**src/rtl/flash_arb_pkg.sv**
```systemverilog
package flash_arb_pkg;
  localparam int unsigned CFG_W       = 32;
  localparam int unsigned HALF_BIT    = 3;
  localparam int unsigned CTRL_OFFSET = 0;

  typedef enum logic [1:0] {
    OWN_NONE = 2'b00,
    OWN_IF   = 2'b01,
    OWN_DP   = 2'b10
  } owner_e;
endpackage

```
**src/rtl/flash_arb_core.sv**
```systemverilog
module flash_arb_core (
  input  logic clk_i,
  input  logic rst_ni,
  input  logic if_req_i,
  input  logic dp_req_i,
  input  logic dp_dma_i,
  output logic if_gnt_o,
  output logic dp_gnt_o
);
  logic gap_q;

  always_ff @(posedge clk_i or negedge rst_ni) begin
    if (!rst_ni) gap_q <= 1'b0;
    else         gap_q <= dp_gnt_o && dp_dma_i;
  end

  always_comb begin
    dp_gnt_o = dp_req_i && !gap_q;
    if_gnt_o = if_req_i && !dp_gnt_o;
  end


  dma_gap_chk: assert property (@(posedge clk_i) disable iff (!rst_ni)
    (dp_gnt_o && dp_dma_i) |=> !dp_gnt_o);


  fetch_in_gap_chk: assert property (@(posedge clk_i) disable iff (!rst_ni)
    (dp_gnt_o && dp_dma_i) |=> (if_req_i -> if_gnt_o));


  cpu_no_gap_chk: assert property (@(posedge clk_i) disable iff (!rst_ni)
    (dp_gnt_o && !dp_dma_i) |=> (dp_req_i -> dp_gnt_o));
endmodule

```
**src/rtl/flash_rd_array.sv**
```systemverilog
module flash_rd_array #(
  parameter int unsigned ADDR_W = 16,
  localparam int unsigned DATA_W = 2 * ADDR_W
) (
  input  logic              clk_i,
  input  logic              rst_ni,
  input  logic              en_i,
  input  logic [ADDR_W-1:0] addr_i,
  output logic [DATA_W-1:0] rdata_o
);
  // Contents derived from the address: upper half inverted, lower half plain
  always_ff @(posedge clk_i or negedge rst_ni) begin
    if (!rst_ni)   rdata_o <= '0;
    else if (en_i) rdata_o <= {~addr_i, addr_i};
  end
endmodule

```
**src/rtl/flash_ctrl_reg.sv**
```systemverilog
module flash_ctrl_reg
  import flash_arb_pkg::*;
#(
  parameter int unsigned CFG_AW = 4
) (
  input  logic              clk_i,
  input  logic              rst_ni,
  input  logic              we_i,
  input  logic [CFG_AW-1:0] addr_i,
  input  logic [CFG_W-1:0]  wdata_i,
  output logic [CFG_W-1:0]  rdata_o,
  output logic              half_cycle_o
);
  logic half_q;
  logic hit;
  logic unused_wdata;

  assign hit          = (addr_i == CFG_AW'(CTRL_OFFSET));
  assign unused_wdata = ^{wdata_i[CFG_W-1:HALF_BIT+1], wdata_i[HALF_BIT-1:0]};

  always_ff @(posedge clk_i or negedge rst_ni) begin
    if (!rst_ni)         half_q <= 1'b0;
    else if (we_i && hit) half_q <= wdata_i[HALF_BIT];
  end

  always_comb begin
    rdata_o = '0;
    if (hit) rdata_o[HALF_BIT] = half_q;
  end

  assign half_cycle_o = half_q;


  off_wr_ignored_chk: assert property (@(posedge clk_i) disable iff (!rst_ni)
    (we_i && addr_i != '0) |=> $stable(half_cycle_o));


  reserved_zero_chk: assert property (@(posedge clk_i) disable iff (!rst_ni)
    (rdata_o & ~(CFG_W'(1) << HALF_BIT)) == '0);
endmodule

```
**src/rtl/flash_port_arb.sv**
```systemverilog
module flash_port_arb
  import flash_arb_pkg::*;
#(
  parameter int unsigned ADDR_W = 16,
  parameter int unsigned CFG_AW = 4,
  localparam int unsigned DATA_W = 2 * ADDR_W
) (
  input  logic              clk_i,
  input  logic              rst_ni,
  input  logic              if_req_i,
  input  logic [ADDR_W-1:0] if_addr_i,
  output logic              if_gnt_o,
  output logic              if_rvalid_o,
  output logic [DATA_W-1:0] if_rdata_o,
  input  logic              dp_req_i,
  input  logic              dp_dma_i,
  input  logic [ADDR_W-1:0] dp_addr_i,
  output logic              dp_gnt_o,
  output logic              dp_rvalid_o,
  output logic [DATA_W-1:0] dp_rdata_o,
  input  logic              cfg_we_i,
  input  logic [CFG_AW-1:0] cfg_addr_i,
  input  logic [31:0]       cfg_wdata_i,
  output logic [31:0]       cfg_rdata_o,
  output logic              half_cycle_o
);
  logic              rd_en;
  logic [ADDR_W-1:0] rd_addr;
  logic [DATA_W-1:0] rd_data;
  owner_e            owner_q;

  flash_arb_core u_core (
    .clk_i    (clk_i),
    .rst_ni   (rst_ni),
    .if_req_i (if_req_i),
    .dp_req_i (dp_req_i),
    .dp_dma_i (dp_dma_i),
    .if_gnt_o (if_gnt_o),
    .dp_gnt_o (dp_gnt_o)
  );

  assign rd_en   = if_gnt_o || dp_gnt_o;
  assign rd_addr = dp_gnt_o ? dp_addr_i : if_addr_i;

  flash_rd_array #(.ADDR_W(ADDR_W)) u_array (
    .clk_i   (clk_i),
    .rst_ni  (rst_ni),
    .en_i    (rd_en),
    .addr_i  (rd_addr),
    .rdata_o (rd_data)
  );

  always_ff @(posedge clk_i or negedge rst_ni) begin
    if (!rst_ni)       owner_q <= OWN_NONE;
    else if (dp_gnt_o) owner_q <= OWN_DP;
    else if (if_gnt_o) owner_q <= OWN_IF;
    else               owner_q <= OWN_NONE;
  end

  assign if_rvalid_o = (owner_q == OWN_IF);
  assign dp_rvalid_o = (owner_q == OWN_DP);
  assign if_rdata_o  = rd_data;
  assign dp_rdata_o  = rd_data;

  flash_ctrl_reg #(.CFG_AW(CFG_AW)) u_ctrl (
    .clk_i        (clk_i),
    .rst_ni       (rst_ni),
    .we_i         (cfg_we_i),
    .addr_i       (cfg_addr_i),
    .wdata_i      (cfg_wdata_i),
    .rdata_o      (cfg_rdata_o),
    .half_cycle_o (half_cycle_o)
  );


  one_grant_chk: assert property (@(posedge clk_i) disable iff (!rst_ni)
    $onehot0({if_gnt_o, dp_gnt_o}) && (if_gnt_o -> if_req_i) && (dp_gnt_o -> dp_req_i));


  dp_first_chk: assert property (@(posedge clk_i) disable iff (!rst_ni)
    (if_req_i && dp_req_i && !if_gnt_o) |-> dp_gnt_o);


  dp_rvalid_chk: assert property (@(posedge clk_i) disable iff (!rst_ni)
    dp_gnt_o |=> (dp_rvalid_o && !if_rvalid_o));


  if_rvalid_chk: assert property (@(posedge clk_i) disable iff (!rst_ni)
    if_gnt_o |=> (if_rvalid_o && !dp_rvalid_o && if_rdata_o == {~$past(if_addr_i), $past(if_addr_i)}));


  rvalid_no_gnt_chk: assert property (@(posedge clk_i) disable iff (!rst_ni)
    !(if_gnt_o || dp_gnt_o) |=> !(if_rvalid_o || dp_rvalid_o));
endmodule

```
**config.mk**
```make
export PLATFORM = sky130hd
export DESIGN_NAME = flash_port_arb
export DESIGN_NICKNAME = d
export VERILOG_FILES = /design/src/rtl/flash_arb_pkg.sv /design/src/rtl/flash_arb_core.sv /design/src/rtl/flash_rd_array.sv /design/src/rtl/flash_ctrl_reg.sv /design/src/rtl/flash_port_arb.sv
export SDC_FILE = /design/constraint.sdc
export NUM_CORES = 1
export LEC_CHECK = 0
export ABC_AREA = 1
export CORE_MARGIN = 1.5
export CORE_UTILIZATION = 31
export CTS_CLUSTER_SIZE = 10
export DETAILED_ROUTE_END_ITERATION = 8
export MAX_ROUTING_LAYER = met4
export PLACE_DENSITY = 0.77
export SKIP_LAST_GASP = 1
export SLEW_MARGIN = 0
export SYNTH_ARGS = -nofsm -noshare
export SYNTH_HDL_FRONTEND = slang
export SYNTH_SLANG_ARGS = --single-unit
```
**constraint.sdc**
```tcl
create_clock -name clk_i -period 1.1 [get_ports clk_i]
set_input_delay 0.22 -clock clk_i [delete_from_list [all_inputs] [get_ports clk_i]]
set_output_delay 0.22 -clock clk_i [all_outputs]
set_load 0.01 [all_outputs]
```
# After elaboration in Yosys (flattened, before gate mapping)
# Index checks and enable logic that the tools add are counted.
# W data, S select, Z words.
# totals
ff_bits	36
inputBits	74
output_inout_bits	101
word_cells	19
# classes
n_eq_ne	2
n_mux	4
bitwise_logic	1
reduce_logical	8
# ops
cell	count
$mux W16	1
$not A16 Y16	1
$logic_and A1 B1 Y1	4
$logic_not A4 Y1	1
$eq A2 B1 Y1 const B	1
$eq A2 B2 Y1 const B	1
$logic_not A1 Y1	2
$mux W1	2
$mux W2	1
$logic_or A1 B1 Y1	1

# Logic depth before layout (Yosys ltp)
# Gate-level depths: netlist (run 1).
# logic_depth
ltp_word	6
depth_mapped	7
mapped_depth_nobuf	6

# Modules after synthesis
# A second synthesis (run 1) with hierarchy kept.
# hier_totals
cells_unflattened	293
area_unflattened_um2	2263.4
# by_module_without_submodules
mod	instances	cells_per_inst	area_per_inst_um2	seq_area_each_um2
flash_rd_array	1	152	1350.0	800.8
flash_port_arb	1	93	555.5	50.0
flash_ctrl_reg	1	40	300.3	25.0
flash_arb_core	1	8	57.6	25.0

# Least setup slack after synthesis (run 1)
# Ideal clock, no wire load.
# synth_timing
path_type	input to output
start	input dp_req_i
end	output if_gnt_o
t_arrival_ps	879
required_time_ps	880
path_slack_ps	1
stages	5
n_path_buf	2
path_cell_list	buf_6 > buf_4 > inv_1 > nor2_1 > nor2_1
# synth_between
elab_chain_cells	3
# synth_lines
element	line	rtl
start: declaration	flash_port_arb.sv:15	input logic dp_req_i,
$logic_and A1 B1 Y1	flash_arb_core.sv:18	dp_gnt_o = dp_req_i && !gap_q;
via dp_gnt_o	flash_port_arb.sv:18	output logic dp_gnt_o,
$logic_not A1 Y1	flash_arb_core.sv:19	if_gnt_o = if_req_i && !dp_gnt_o;
$logic_and A1 B1 Y1	flash_arb_core.sv:19	
end: declaration	flash_port_arb.sv:12	output logic if_gnt_o,
# The timed path passes the listed nets, and every way through them passes these cells.

# Worst setup path after layout (run 1)
# layout_timing
start	register u_core.gap_q
end	register u_array.rdata_o[27]
# layout_between
elab_chain_cells	5
word_cells_on_any_way	7
classes_between	mux: 1; bitwise: 1; reduce/logical: 5
# layout_lines
element	line	rtl
start: declaration	flash_arb_core.sv:10	logic gap_q;
start signal: assignment	flash_arb_core.sv:14	else gap_q <= dp_gnt_o && dp_dma_i;
$logic_not A1 Y1 *	flash_arb_core.sv:18	
$logic_and A1 B1 Y1 *	flash_arb_core.sv:18	
$logic_not A1 Y1	flash_arb_core.sv:19	
$logic_and A1 B1 Y1	flash_arb_core.sv:19	
$logic_or A1 B1 Y1	flash_port_arb.sv:42	assign rd_en = if_gnt_o || dp_gnt_o;
end signal: assignment	flash_rd_array.sv:14	else if (en_i) rdata_o <= {~addr_i, addr_i};
end: declaration	flash_rd_array.sv:9	output logic [DATA_W-1:0] rdata_o
# Every way passes the cells marked *; elsewhere a longest branch is shown, timed or not.
# A chain may end at the register's enable or synchronous reset.

==> results summary, run 1 <==
The peak ir drop on the vdd network is 0.000627 V. The final HPWL from detailed placement came out at 4770 um. The final number of setup-violating endpoints is 40. The H-tree was split into 2 levels. The signal on the critical path passes through buf_6 > clkinv_8 > buf_6 > nand3_1 > buf_4 > nand3_2. The number of non-filler instances in the completed layout is 522. The die area came out at 8260 um2. The residual overflow from global routing came out at 0.

The area added between synthesis and finish came out at 60.8%. In this run the critical register-to-register path is launched from u_core.gap_q. By startpoint and endpoint, the worst setup path is classified as register to register. The slowest stage of the critical path belongs to the cell dfrtp_1. The cell count after synthesis came out at 290.

Once the floorplan was initialized, standard cells occupied 32.5% of the core. The post-detailed-route via-to-cell ratio came out at 4.39. The final reports fail on negative setup slack. Once placement completed, the tool counted placed cells totaling 488. The die is 90.9 um tall.

The count of flip-flops with a built-in enable after synthesis is 0. The endpoint of the most critical register-to-register path is u_array.rdata_o[27]. Dividing the final minimum period by the clock period gives 114%. The clock latency on the worst-skew pair came out at 0.29 ns. The minimum clock period is 1.25 ns.

In the routed design, unresolved DRC markers number 0. The number of antenna violations at the first check in global routing came out at 0. The starting DRC count in detailed routing is 103. The count of TritonRoute iterations in the first routing pass is 4. The global-route wire length before repair came out at 10,600 um. After detailed routing, the average wire length per cell comes to 14.6 um. Yosys printed 0 warnings. The TritonCTS clock tree is done. CTS saw 36 sinks. Counting stages on the worst path, the most repeated cell is buf_6.

The maximum number of pins on one net before global-route repair came out at 37. The most used flip-flop cell after synthesis is dfrtp_1. The mapped netlist covers 2390 um2. The multi-input logic area came out at 1140 um2.

The synthesized netlist contains 17 unique library cells. The worst setup path is captured at a register. On the worst path, the slowest cell contributes a delay of 0.41 ns. The tightest hold margin came out at 0.340 ns. The leakage power total came out at 2.08 nW. Row generation in the floorplan step produced 31 rows. In this run, synthesis produced a sequential element count of 36. The number of primary I/O pins came out at 175.

Setup slack on the worst reg-to-reg path comes out at -0.15 ns. The count of input and output buffers is 112. The floorplan core area is 7370 um2.

By area the synthesized netlist is led by dfrtp_1, buf_4, nand3_1. The last weighted congestion value of the routability-driven placer came out at 0.761. The standard cell area after detailed placement is 3470 um2.

The die outline width is 90.9 um. Before CTS, the worst setup slack after placement is -0.683 ns. The via count of the first global-routing pass was 2,144. The clock passes through at most 2 buffers.

The fraction of final layout cells with drive strength greater than 1 is 47.8%. The tightest min-delay check is of the primary input to register type. The tree is rooted in a clkbuf_8.

On the final layout, the worst clock skew is 0.00449 ns. The count of final hold-check violations is 0. The part of the Yosys area used for sequential elements came out at 37.6%. The share of synthesized flip-flops with an asynchronous set or reset is 100%. The total routing usage reported by global routing came out at 16.6%. The arrival time of data at the critical path endpoint came out at 1.41 ns.

The worst setup path is launched from a register. In the post-route analysis, the smallest setup slack over all paths is -0.153 ns. The run finished, with violations left. The total CTS buffers is 5. Setup repair after global routing could not meet its margin everywhere. The synthesized design spends more area on one cell type than any other, namely dfrtp_1. The filler cell count is 695. The required time reported for the critical path endpoint is 1.26 ns. The max-slew violation count came out at 0. 0 antenna diodes ended up in the layout. The area occupied by registers is 902 um2. Measured in cells, the most critical reg-to-reg path has a length of 6. The endpoint of the worst hold-timing path is owner_q[1]. For this design the ratio of total power to cell area is 1100 nW/um2. The clock transition at the registers of the reported paths came out at 0.07 ns. Averaged over all synthesized cells, the footprint is 8.26 um2. The remaining antenna violation count after routing came out at 0. The max-capacitance violation count came out at 0.

The worst hold path stage count is 3. Of all nets on the critical path, the largest fanout is 6. The number of nets in the final layout came out at 496. The share of synthesized area in the top cell type comes to 37.6%.

The routed layout has 2,292 vias. The total wirelength of the detailed-routed design is 7650 um. Static timing analysis puts the maximum clock frequency at 798 MHz. The startpoint of the worst hold path is dp_req_i.

Summing all non-filler instances in the final layout gives an area of 3850 um2.
==> registers in the layout, indices dropped and copies added, names as in the netlist <==
name,flops
owner_q,2
u_array.rdata_o,32
u_core.gap_q,1
u_ctrl.half_cycle_o,1
==> metrics by stage <==
step | total power [mW] | setup TNS (ns) | util (%)
6_report | 4.24 | -3.66 | 52.2
3_3_place_gp | 3.18 | -17.53 | 47.1
3_5_place_dp | 3.21 | -18.48 | 47.1
2_1_floorplan | 2.47 | 0 | -
4_1_cts | 4.05 | -3.49 | 46.7
5_1_grt | 4.47 | -5.79 | 52.2
==> cells by family after synthesis <==
logic type             count (synthesis)  synth area share (%)
other                                  1                 0.157
AND/OR/NAND/NOR                      142                  31.9
buffers and inverters                111                  30.3
flip-flops                            36                  37.6
==> worst max-delay path, delay by kind of cell, from the launching register on <==
kind,cells,cell delay (ns)
DFF,1,0.41
buffers and inverters,4,0.49
and+or+nand+nor,2,0.23
==> worst max-delay path by stage <==
| stage | startpoint | endpoint | slack [ns] | cells after the start |
|---|---|---|---|---|
| floorplan | dp_req_i | if_gnt_o | 0.001 | 5 |
| global placement | dp_req_i | if_gnt_o | -0.68 | 5 |
| detailed placement | if_req_i | if_gnt_o | -0.68 | 4 |
| CTS | u_core.gap_q | if_gnt_o | -0.14 | 3 |
| global route | u_core.gap_q | u_array.rdata_o[13] | -0.20 | 7 |
| finish | u_core.gap_q | u_array.rdata_o[27] | -0.15 | 6 |
==> layout make-up <==
cell class	count	share of cell area, %
repair buffers	170	37.4
clock inverters	2	0.260
inverters	35	3.93
well taps	99	3.22
multi-input cells	174	29.6
flip-flops and latches	36	23.4
clock buffers	6	2.14
==> per-layer routing <==
| metal | share of wire [%] | up-vias | global-route usage, % | routed length [um] |
|---|---|---|---|---|
| li1 | - | 1090 | - | - |
| met1 | 39 | 1089 | 19.8 | 2980 |
| met2 | 53 | 95 | 27.2 | 4030 |
| met3 | 5.1 | 18 | 3.20 | 387 |
| met4 | 3.3 | 0 | 7.16 | 249 |
| met5 | 0 | - | - | 0 |
==> placed cells by master (no fill, tap or decap), types with 4 or more instances in the layout <==
cell | Yosys | layout
buf_2 | 6 | 63
nand2_1 | 50 | 46
nand3_2 | 18 | 42
buf_4 | 65 | 38
clkdlybuf4s50_1 | 0 | 35
dfrtp_1 | 36 | 35
nand3_1 | 63 | 32
inv_1 | 32 | 31
conb_1 | 1 | 31
buf_6 | 3 | 16
nand3_4 | 0 | 7
clkbuf_8 | 0 | 6
dlygate4sd2_1 | 0 | 6
buf_12 | 1 | 5
nand2_2 | 0 | 4
==> synthesized netlist by cell type (2+ instances only) <==
cell     instances
inv_4            3
nor2_1           6
nand2_1         50
nand3_2         18
buf_4           65
inv_1           32
buf_2            6
dfrtp_1         36
nand3_1         63
buf_6            3
nand2_8          2
==> report_power, final <==
group          switching, mW  total (mW)  internal [mW]
clock                  0.477       0.977          0.500
combinational          0.824        1.66          0.840
sequential             0.122        1.60           1.48
total                   1.42        4.24           2.82
==> timing repair <==
| item | 4_1_cts | 5_1_grt |
|---|---|---|
| hold endpoints to repair | 36 | 0 |
| setup endpoints to repair | 103 | 47 |
| buffers inserted | 15 | 3 |
| cloned | 2 | 5 |
| resized for setup | 304 | 56 |
| pin swaps | 5 | 11 |
| hold buffers | 1 | 0 |
No activity file was read; power rests on OpenSTA's default activity.
==> inputs of run 2 (changes only) <==
Settings changed: CAP_MARGIN set to 20, CORE_UTILIZATION 31 to 38, PLACE_DENSITY 0.77 to 0.93.
Clock period 1.1 ns to 1.55 ns, I/O delays scaled along.
==> run 2 against run 1 <==
  * The flow now finishes without violations
  * Routed wire length fell by 17%
  * Flip-flop and latch count stayed put
  * Core utilization is 5.9 points higher
  * Global-route usage grew 3.0 points
  * Final cell count shrank 13%
  * First-iteration DRC count shrank 18%
  * Non-clock buffer count is 45 lower
  * Cell area down 9.5%
  * Die area fell by 18%
  * Critical path type is now primary input to output port
  * Largest power group is now sequential cells
==> results summary, run 2 (synthesis gave the netlist of run 1 again) <==
The run finished with clean final reports. The number of non-filler instances in the completed layout is 452. The number of buffers on the longest clock path is 2. The maximum frequency from static timing analysis is 664 MHz. The count of input and output buffers came out at 112. The area added between synthesis and finish came out at 45.6%.

The floorplan has 28 rows. The final antenna diode count came out at 0. The last weighted congestion value of the routability-driven placer is 0.770.

For this configuration, the core starts out at a cell density of 40.0%. The count of TritonRoute iterations in the first routing pass came out at 6. Total power for the finished layout comes to 2.81 mW. The count of final hold-check violations came out at 0. The total CTS buffers is 5. The remaining design rule violation count came out at 0. The power per standard cell area is 805 nW/um2. The master cell of the clock root buffer is clkbuf_8. The fraction of final layout cells with drive strength greater than 1 is 13.3%. The H-tree depth reported by CTS came out at 2. The residual overflow from global routing came out at 0.

After floorplanning, the core was sized to cover 5990 um2. The arrival time of data at the critical path endpoint came out at 1.20 ns. The utilization of the core after routing came out at 58.2%. The number of antenna violations at the first check in global routing came out at 0. The worst path needs 1.51 ns of the cycle, external delays included.

The clock transition at the registers of the reported paths is 0.07 ns. The largest fanout of any net on the critical path came out at 3. The final HPWL from detailed placement is 4600 um. The TritonCTS sink count came out at 36.

The global-route wire length before repair is 9680 um. The remaining antenna violation count after routing is 0. The starting DRC count in detailed routing came out at 84. The max-capacitance violation count came out at 0. Setup violations remaining at the end of the flow were counted as 0.

Across the VDD grid, the largest voltage drop is 0.000377 V. In this run the worst hold path is classified as primary input to register. Setup repair after global routing left no endpoint under its margin. The slack of the critical path came out at 0.0443 ns. The setup slack after placement came out at -0.376 ns. The flip-flop count of the largest register, all copies and words added is 32. The max-slew violation count is 0. u_array.rdata_o holds more flip-flops than any other register. The vertical extent of the die came out at 82.4 um. The total routing usage reported by global routing came out at 19.6%.

The maximum number of pins on one net before global-route repair is 20. In the final layout, the registers with the most flip-flops are u_array.rdata_o: 32 flops, owner_q: 2 flops. Leaving out fill and tap cells, the most frequent cell in the layout is nand3_1. The worst setup path is captured at an output port. The number of nets in the final layout is 450. Dividing the detail-routed wire length by the instance count gives 14.1 um. The final clock skew is 0.00410 ns. The critical path in this run is classified as primary input to output port. The required time reported for the critical path endpoint is 1.24 ns. The tightest hold margin came out at 0.456 ns.

The die outline width is 82.4 um. The library cells used most frequently in the layout, excluding fill and tap cells, are nand3_1, dlymetal6s2s_1, nand2_1, clkdlybuf4s50_1, dfrtp_1. The total wirelength of the detailed-routed design is 6370 um. The number of primary I/O pins is 175. In this run the post-CTS setup repair buffer count came out at 0.

The TritonCTS clock tree is done. The post-detailed-route via-to-cell ratio came out at 4.68. The final cycle utilization of the critical path is 97.1%. The die area came out at 6790 um2. The post-placement cell count came out at 443.

The final route contains 2,115 vias. The leakage power total is 2.22 nW. STA classifies the critical path startpoint as a primary input. The clock latency on the worst-skew pair came out at 0.28 ns. The via count of the first global-routing pass is 2,063.
-- run 2: changes by cell type in the layout (fill, tap and decap cells not counted), moves of 4 or more --
cell             before  now
dlymetal6s2s_1        0   51
nand3_1              32   63
nand3_4               7    0
buf_6                16    0
buf_2                63    3
nand2_2               4    0
nand2_1              46   50
nand3_2              42   18
clkdlybuf4s50_1      35   49
buf_4                38    8
-- run 2: repair_timing --
| item | 4_1_cts | 5_1_grt |
|---|---|---|
| resized for setup | 17 | 56 |
| hold endpoints to repair | 17 | 0 |
| endpoints found under the setup margin | 11 | 57 |
| pin swaps | 1 | 2 |
| hold buffers | 1 | 0 |
-- run 2: layer usage --
layer	track usage [%]	share of wire (%)
met1	22.1	37
met2	35.2	53
met3	4.18	8.6
met4	5.08	1.4
met5	-	0
-- run 2: final cells by class --
cell class | count | area [um2]
Clock buffer | 6 | 82.6
Clock inverter | 2 | 10.0
Sequential cell | 36 | 901
Inverter | 35 | 139
Fill cell | 538 | 2500
Timing Repair Buffer | 125 | 1370
Multi-Input combinational cell | 173 | 891
Tap cell | 75 | 93.8
-- run 2: final timing paths --
check,cells past startpoint,startpoint,slack (ns),endpoint
max,5,dp_req_i,0.04,if_gnt_o
min,3,if_req_i,0.46,owner_q[0]
min reg2reg,2,u_array.rdata_o[14],0.50,u_array.rdata_o[14]
max reg2reg,6,u_core.gap_q,0.27,u_array.rdata_o[6]
min in group asynchronous,2,rst_ni,0.50,u_array.rdata_o[15]
max in group asynchronous,3,rst_ni,0.58,u_array.rdata_o[2]
-- run 2: stage by stage --
step	TNS, ns	instance area [um2]
floorplan	0	2510
global route	0	3490
detailed placement	-4.74	3270
finish	0	3490
CTS	-0.0555	3360
global placement	-3.99	3270
-- run 2: critical path, stage by stage --
cell and delay [ns]:
clkdlybuf4s50_1 0.49, inv_1 0.07, nor2_4 0.13, nor2_1 0.06, buf_2 0.13
-- run 2: power by group --
part	switching, mW	total [mW]	leakage (nW)	internal, mW
sequential	0.0841	1.13	0.433	1.05
combinational	0.471	0.987	1.74	0.516
clock	0.330	0.685	0.0510	0.355
total	0.885	2.81	2.22	1.92
